===== config.mk =====
export PLATFORM = sky130hd
export DESIGN_NAME = nc_sleep_seq
export DESIGN_NICKNAME = d
export VERILOG_FILES = /design/src/rtl/nss_pkg.sv /design/src/rtl/nss_req_hold.sv /design/src/rtl/nss_wake_timer.sv /design/src/rtl/nss_clk_ready.sv /design/src/rtl/nss_fsm.sv /design/src/rtl/nc_sleep_seq.sv
export SDC_FILE = /design/constraint.sdc
export NUM_CORES = 1
export LEC_CHECK = 0
export ABC_AREA = 1
export CAP_MARGIN = 20
export CORE_ASPECT_RATIO = 0.9
export CORE_MARGIN = 5
export CORE_UTILIZATION = 48
export CTS_CLUSTER_SIZE = 16
export DETAILED_ROUTE_END_ITERATION = 12
export PLACE_DENSITY = 0.73
export REMOVE_ABC_BUFFERS = 1
export SYNTH_ARGS = -nofsm -noshare
export SYNTH_HDL_FRONTEND = slang
export SYNTH_SLANG_ARGS = --single-unit

===== constraint.sdc =====
create_clock -name clk -period 2.1 [get_ports clk]
set_input_delay 0.42 -clock clk [delete_from_list [all_inputs] [get_ports clk]]
set_output_delay 0.42 -clock clk [all_outputs]
set_load 0.1 [all_outputs]

===== src/rtl/nss_pkg.sv =====
package nss_pkg;

   typedef enum logic [2:0] {
      ST_RUN      = 3'd0,
      ST_RX_OFF   = 3'd1,
      ST_TX_DRAIN = 3'd2,
      ST_REG_SET  = 3'd3,
      ST_SLEEP    = 3'd4,
      ST_WAKE     = 3'd5,
      ST_FAULT    = 3'd6
   } nss_state_e;

   localparam int NSS_NREQ  = 2;
   localparam int REQ_SLEEP = 0;
   localparam int REQ_WAKE  = 1;

endpackage


===== src/rtl/nss_req_hold.sv =====
module nss_req_hold #(
   parameter int N = 2
) (
   input  logic         clk,
   input  logic         rst_n,
   input  logic [N-1:0] req,
   input  logic [N-1:0] clr,
   output logic [N-1:0] pend
);

   for (genvar i = 0; i < N; i++) begin : g_hold
      logic pend_q;
      always_ff @(posedge clk or negedge rst_n) begin
         if (!rst_n) pend_q <= 1'b0;
         else        pend_q <= (pend_q & ~clr[i]) | req[i];
      end
      assign pend[i] = pend_q;
   end

endmodule


===== src/rtl/nss_wake_timer.sv =====
module nss_wake_timer #(
   parameter int TW       = 16,
   parameter int MIN_WAKE = 32
) (
   input  logic          clk,
   input  logic          rst_n,
   input  logic          run,
   input  logic [TW-1:0] limit,
   output logic          min_done,
   output logic          expired
);

   localparam logic [TW-1:0] MIN_V = TW'(MIN_WAKE);
   localparam logic [TW-1:0] SAT_V = {TW{1'b1}};

   logic [TW-1:0] cnt_q;

   always_ff @(posedge clk or negedge rst_n) begin
      if (!rst_n)             cnt_q <= '0;
      else if (!run)          cnt_q <= '0;
      else if (cnt_q != SAT_V) cnt_q <= cnt_q + 1'b1;
   end

   assign min_done = (cnt_q >= MIN_V);
   assign expired  = (cnt_q >= limit);

endmodule


===== src/rtl/nss_clk_ready.sv =====
module nss_clk_ready (
   input  logic clk,
   input  logic por_n,
   input  logic pwr_save,
   input  logic osc_stable,
   output logic clk_ready
);

   logic rdy_q;

   always_ff @(posedge clk or negedge por_n) begin
      if (!por_n)          rdy_q <= 1'b0;
      else if (pwr_save)   rdy_q <= 1'b0;
      else if (osc_stable) rdy_q <= 1'b1;
   end

   assign clk_ready = rdy_q;

endmodule


===== src/rtl/nss_fsm.sv =====
module nss_fsm
   import nss_pkg::*;
#(
   parameter bit SKIP_LP_IF_SET = 1'b1
) (
   input  logic clk,
   input  logic rst_n,
   input  logic sleep_p,
   input  logic wake_p,
   input  logic rx_busy,
   input  logic tx_pending,
   input  logic clk_ready,
   input  logic min_done,
   input  logic expired,
   output logic clr_sleep,
   output logic clr_wake,
   output logic timer_run,
   output logic rx_en,
   output logic lp_sel,
   output logic pwr_save,
   output logic busy,
   output logic fault
);

   nss_state_e state_q, state_d;
   logic       lp_q;
   logic       lp_skip;

   if (SKIP_LP_IF_SET) begin : g_skip
      assign lp_skip = lp_q;
   end else begin : g_always
      assign lp_skip = 1'b0;
   end

   always_comb begin
      state_d = state_q;
      unique case (state_q)
         ST_RUN:      if (sleep_p) state_d = ST_RX_OFF;
         ST_RX_OFF:   if (!rx_busy) state_d = ST_TX_DRAIN;
         ST_TX_DRAIN: if (!tx_pending) state_d = lp_skip ? ST_SLEEP : ST_REG_SET;
         ST_REG_SET:  state_d = ST_SLEEP;
         ST_SLEEP:    if (wake_p) state_d = ST_WAKE;
         ST_WAKE: begin
            if (clk_ready && min_done) state_d = ST_RUN;
            else if (expired)          state_d = ST_FAULT;
         end
         ST_FAULT: begin
            if (wake_p)       state_d = ST_WAKE;
            else if (sleep_p) state_d = ST_RX_OFF;
         end
         default: state_d = ST_RUN;
      endcase
   end

   always_ff @(posedge clk or negedge rst_n) begin
      if (!rst_n) begin
         state_q <= ST_RUN;
         lp_q    <= 1'b0;
      end else begin
         state_q <= state_d;
         if (state_q == ST_REG_SET) lp_q <= 1'b1;
      end
   end

   // quiescent states consume or discard held requests
   assign clr_sleep = sleep_p & ((state_q == ST_RUN) | (state_q == ST_SLEEP) |
                                 ((state_q == ST_FAULT) & ~wake_p));
   assign clr_wake  = wake_p  & ((state_q == ST_RUN) | (state_q == ST_SLEEP) |
                                 (state_q == ST_FAULT));

   assign timer_run = (state_q == ST_WAKE);
   assign rx_en     = (state_q == ST_RUN);
   assign pwr_save  = (state_q == ST_SLEEP);
   assign lp_sel    = lp_q | (state_q == ST_REG_SET);
   assign fault     = (state_q == ST_FAULT);
   assign busy      = (state_q == ST_RX_OFF) | (state_q == ST_TX_DRAIN) |
                      (state_q == ST_REG_SET) | (state_q == ST_WAKE);

endmodule


===== src/rtl/nc_sleep_seq.sv =====
module nc_sleep_seq
   import nss_pkg::*;
#(
   parameter int TW             = 16,
   parameter int MIN_WAKE       = 32,
   parameter bit SKIP_LP_IF_SET = 1'b1
) (
   input  logic          clk,
   input  logic          por_n,
   input  logic          rst_n,
   input  logic          sleep_req,
   input  logic          wake_req,
   input  logic          rx_busy,
   input  logic          tx_pending,
   input  logic          osc_stable,
   input  logic [TW-1:0] wake_limit,
   input  logic          mii_acc_req,
   output logic          rx_en,
   output logic          lp_reg_sel,
   output logic          pwr_save,
   output logic          clk_ready,
   output logic          mii_acc_gnt,
   output logic          busy,
   output logic          wake_fault
);

   initial begin
      assert (TW >= 4 && TW <= 32) else $fatal(1, "nc_sleep_seq: TW out of range");
      assert (MIN_WAKE >= 1 && MIN_WAKE < (1 << TW))
         else $fatal(1, "nc_sleep_seq: MIN_WAKE does not fit TW");
   end

   logic [NSS_NREQ-1:0] req_v, clr_v, pend_v;
   logic clr_sleep, clr_wake, timer_run, min_done, expired;

   assign req_v[REQ_SLEEP] = sleep_req;
   assign req_v[REQ_WAKE]  = wake_req;
   assign clr_v[REQ_SLEEP] = clr_sleep;
   assign clr_v[REQ_WAKE]  = clr_wake;

   nss_req_hold #(.N(NSS_NREQ)) u_hold (
      .clk  (clk),
      .rst_n(rst_n),
      .req  (req_v),
      .clr  (clr_v),
      .pend (pend_v)
   );

   nss_wake_timer #(.TW(TW), .MIN_WAKE(MIN_WAKE)) u_timer (
      .clk     (clk),
      .rst_n   (rst_n),
      .run     (timer_run),
      .limit   (wake_limit),
      .min_done(min_done),
      .expired (expired)
   );

   nss_clk_ready u_rdy (
      .clk       (clk),
      .por_n     (por_n),
      .pwr_save  (pwr_save),
      .osc_stable(osc_stable),
      .clk_ready (clk_ready)
   );

   nss_fsm #(.SKIP_LP_IF_SET(SKIP_LP_IF_SET)) u_fsm (
      .clk       (clk),
      .rst_n     (rst_n),
      .sleep_p   (pend_v[REQ_SLEEP]),
      .wake_p    (pend_v[REQ_WAKE]),
      .rx_busy   (rx_busy),
      .tx_pending(tx_pending),
      .clk_ready (clk_ready),
      .min_done  (min_done),
      .expired   (expired),
      .clr_sleep (clr_sleep),
      .clr_wake  (clr_wake),
      .timer_run (timer_run),
      .rx_en     (rx_en),
      .lp_sel    (lp_reg_sel),
      .pwr_save  (pwr_save),
      .busy      (busy),
      .fault     (wake_fault)
   );

   assign mii_acc_gnt = mii_acc_req & ~pwr_save;

endmodule


==> metrics.md <==
| Metric | Value |
|---|---|
| Diodes inserted | `0` |
| Final Cycle Share | `92.2%` |
| Library cells used by synthesis | `33` |
| Delay-heaviest family, CP | `simple AND/OR/NAND/NOR gates` |
| H-tree depth reported by CTS | `1` |
| Total Nets Final | `338` |
| Antenna violations before repair | `0` |
| FF/Latch Area | `576 µm²` |
| CTS tree | `yes` |
| Sequential fraction of the synthesis area | `31.0%` |
| Worst hold slack across all endpoints | `276 ps` |
| Worst path max stage delay | `410 ps` |
| Grt ovf | `0` |
| Post-synthesis adder-cell area fraction | `12.1%` |
| Share of the synthesized area in compound gates (AO/OA/AOI/OAI) | `11.4%` |
| Arrival time reported for the critical path endpoint | `1520 ps` |
| Number of instances in the placed design | `336` |
| Largest net degree at the start of global routing | `23` |
| Actual transition at the worst max-transition pin | `301 ps` |
| Share of synthesized cell area in and, or, nand and nor gates | `34.5%` |
| Static leakage | `1.30 nW` |
| Multiplexer area fraction after synthesis | `0%` |
| Layout filler cell count | `341` |
| Category of the most critical setup path | `reg2out` |
| Setup repair after global routing missed its margin | `no` |
| Largest family of logic cells by synthesized area | `simple AND/OR/NAND/NOR gates` |
| Final Max Slew Viols | `0` |
| Run status | `complete, no violations` |
| Primary flip-flop cell chosen by synthesis mapping | `sky130_fd_sc_hd__dfrtp_1` |
| Half-perimeter wire length after placement | `3.23 mm` |
| Via count of the first global-routing pass | `1,586` |
| Relative slew margins | `79.9%` |
| Number of input and output port buffers inserted | `31` |
| TritonCTS buffer count | `3` |
| Final worst setup slack | `165 ps` |
| Initial core utilization | `49.7%` |
| Die W | `75.5 µm` |
| Vias per Instance | `4.96` |
| GPL Wtd Cong | `0.863` |
| Setup-failing EPs final | `0` |
| Register bit total from synthesis | `23` |
| Detailed-route via count | `1,687` |
| Root buffer cell | `sky130_fd_sc_hd__clkbuf_8` |
| Buffer count from post-CTS setup fixing | `0` |
| Crit path launch type | `flop` |
| Max-cap viol count | `0` |
| Synthesis-to-finish area growth | `25.4%` |
| Parity-gate share of the synthesized area counting xor and xnor cells | `0.944%` |
| CTS Sinks | `23` |
| Area of the mapped netlist | `0.00186 mm²` |
| Fraction of registers with async set or reset after synthesis | `100%` |
| DRC violations left | `0` |
| Die Y-Extent | `69.0 µm` |
| Post-CTS clock slew at the launch and capture registers of the worst setup and hold paths | `90 ps` |
| Clock insertion delay at the later pin of the skew report | `270 ps` |
| Multi-input gate area in the final layout | `0.00109 mm²` |
| Worst-path maximum fanout | `7` |
| Worst-case clock skew | `2.04 ps` |
| Starting DRT DRC Count | `98` |
| Final hold violations | `0` |
| Warnings, synthesis | `0` |
| Minimum setup slack after placement | `-12.7 ps` |
| Number of synthesized flops with an enable pin | `0` |
| Buffer depth of the longest clock path | `2` |
| Drt pass-1 iters | `4` |
| Routed WL per cell | `11.8 µm` |
| Worst Hold Class | `in2async` |
| Non-filler instance count after layout | `340` |
| Num ports | `32` |
| Required time of the worst setup path | `1680 ps` |
| Mean instance size in the synthesized netlist | `7.16 µm²` |
| Post-synthesis instance total | `259` |
| Total wirelength of the detailed-routed design | `4.02 mm` |
| Share of cells above drive strength 1 | `11.9%` |
| Area of the core | `0.00373 mm²` |
| Maximum VDD drop | `665 µV` |
| Number of buffers and inverters on the critical path | `2` |
| Library cell contributing the largest single delay on the critical path | `sky130_fd_sc_hd__dfrtp_1` |
| Post-Route Setup TNS | `0 ps` |
| Post-detailed-route count of antenna-violating nets | `0` |
| Combined global-route utilization of all metal layers | `16.7%` |
| Pwr per Cell Area | `917 mW/mm²` |
| First-pass GRT wire length | `6.60 mm` |
| Endpoint kind of the worst setup timing path | `output port` |
| Tmin final | `1940 ps` |
| Num rows | `21` |
| Peak clock frequency supported by timing | `517 MHz` |
| Cell Chain, Critical Path | `inv_1 > nand2_1 > nor2_2 > nor2_1 > buf_12` |
| Floorplan die area | `0.00521 mm²` |
[state kept, by name (all words and copies together) (netlist names)]
register and flops:
u_hold.g_hold.pend_q 2, u_fsm.lp_q 1, u_fsm.state_q 3, u_rdy.clk_ready 1
u_timer.cnt_q 16
[report_power, final]
| group | total, mW | internal, mW | switching [mW] | leakage [nW] |
|---|---|---|---|---|
| registers | 0.573 | 0.512 | 0.0609 | 0.302 |
| logic | 1.28 | 0.418 | 0.858 | 0.973 |
| clock network | 0.286 | 0.133 | 0.153 | 0.0255 |
[area by class of cell]
class	instances	share of cell area (%)
Tap cell	46	2.47
Clock inverter	1	0.215
Clock buffer	3	1.78
Timing Repair Buffer	33	16.5
Inverter	45	7.26
Sequential cell	23	24.7
Multi-Input combinational cell	189	47.1
[metal layers]
layer / vias up / wire length, µm / GRT usage [%]
li1: 897 / - / -
met1: 746 / 1810 / 20.9
met2: 39 / 1950 / 29.4
met3: 5 / 213 / 2.61
met4: 0 / 46 / 4.80
met5: - / 0 / 0
[logic make-up after synthesis]
group           after synthesis
xor+xnor                      2
simple gates                135
compound gates               34
flops                        23
buf+inv                      47
fa+ha+maj                    18
[synth_stat cells, types with 2 or more instances]
library cell | number | area [µm²]
sky130_fd_sc_hd__nand2_1 | 64 | 240
sky130_fd_sc_hd__nand2_2 | 4 | 25.0
sky130_fd_sc_hd__xor2_1 | 2 | 17.5
sky130_fd_sc_hd__a21oi_1 | 10 | 50.1
sky130_fd_sc_hd__nor3_1 | 2 | 10.0
sky130_fd_sc_hd__o21ai_0 | 11 | 55.1
sky130_fd_sc_hd__inv_1 | 44 | 165
sky130_fd_sc_hd__dfrtp_1 | 23 | 576
sky130_fd_sc_hd__a31oi_1 | 3 | 18.8
sky130_fd_sc_hd__nand4_1 | 3 | 18.8
sky130_fd_sc_hd__nor2_4 | 2 | 22.5
sky130_fd_sc_hd__a31o_2 | 3 | 26.3
sky130_fd_sc_hd__or2_2 | 3 | 18.8
sky130_fd_sc_hd__nand3_1 | 21 | 105
sky130_fd_sc_hd__nor2_8 | 2 | 40.0
sky130_fd_sc_hd__o21bai_1 | 2 | 15.0
sky130_fd_sc_hd__ha_1 | 18 | 225
sky130_fd_sc_hd__nor2_1 | 27 | 101
[through the flow]
stage | instance area, µm² | utilization (%) | total power [mW]
final | 2330 | 62.3 | 2.13
after global routing | 2330 | 62.3 | 2.26
after CTS | 2330 | 62.3 | 2.15
after detailed placement | 2280 | 61.1 | 1.86
after global placement | 2280 | 61.1 | 1.85
after floorplan | 1840 | - | 1.43
[path summary, 6_finish.rpt]
kind,startpoint,to,slack [ps],cells past startpoint
setup / recovery,u_fsm.state_q[0],mii_acc_gnt,160,5
setup reg to reg,u_timer.cnt_q[1],u_timer.cnt_q[0],330,9
min in group clk,u_fsm.lp_q,u_fsm.lp_q,510,2
hold reg to reg,u_fsm.lp_q,u_fsm.lp_q,510,2
max in group asynchronous,rst_n,u_timer.cnt_q[10],1380,2
hold / removal,por_n,u_rdy.clk_ready,280,1
[layout by cell type, fill, tap and decap left out, types with 2 or more instances in the layout]
cell / netlist / routed
sky130_fd_sc_hd__a21oi_1: 10 / 10
sky130_fd_sc_hd__a31o_2: 3 / 3
sky130_fd_sc_hd__a31oi_1: 3 / 3
sky130_fd_sc_hd__buf_12: 0 / 6
sky130_fd_sc_hd__buf_4: 0 / 3
sky130_fd_sc_hd__clkbuf_8: 0 / 3
sky130_fd_sc_hd__clkdlybuf4s50_1: 0 / 24
sky130_fd_sc_hd__dfrtp_1: 23 / 23
sky130_fd_sc_hd__ha_1: 18 / 18
sky130_fd_sc_hd__inv_1: 44 / 44
sky130_fd_sc_hd__nand2_1: 64 / 64
sky130_fd_sc_hd__nand2_2: 4 / 4
sky130_fd_sc_hd__nand3_1: 21 / 21
sky130_fd_sc_hd__nand4_1: 3 / 3
sky130_fd_sc_hd__nor2_1: 27 / 27
sky130_fd_sc_hd__nor2_4: 2 / 2
sky130_fd_sc_hd__nor2_8: 2 / 2
sky130_fd_sc_hd__nor3_1: 2 / 2
sky130_fd_sc_hd__o21ai_0: 11 / 10
sky130_fd_sc_hd__o21ai_1: 1 / 2
sky130_fd_sc_hd__o21bai_1: 2 / 2
sky130_fd_sc_hd__or2_2: 3 / 3
sky130_fd_sc_hd__xor2_1: 2 / 2
[timing repair]
| item | in CTS | in global routing |
|---|---|---|
| hold buffers | 0 | 0 |
| endpoints found under the setup margin | 0 | 1 |
| resized for setup | 0 | 1 |
(Power assumes the default switching activity.)
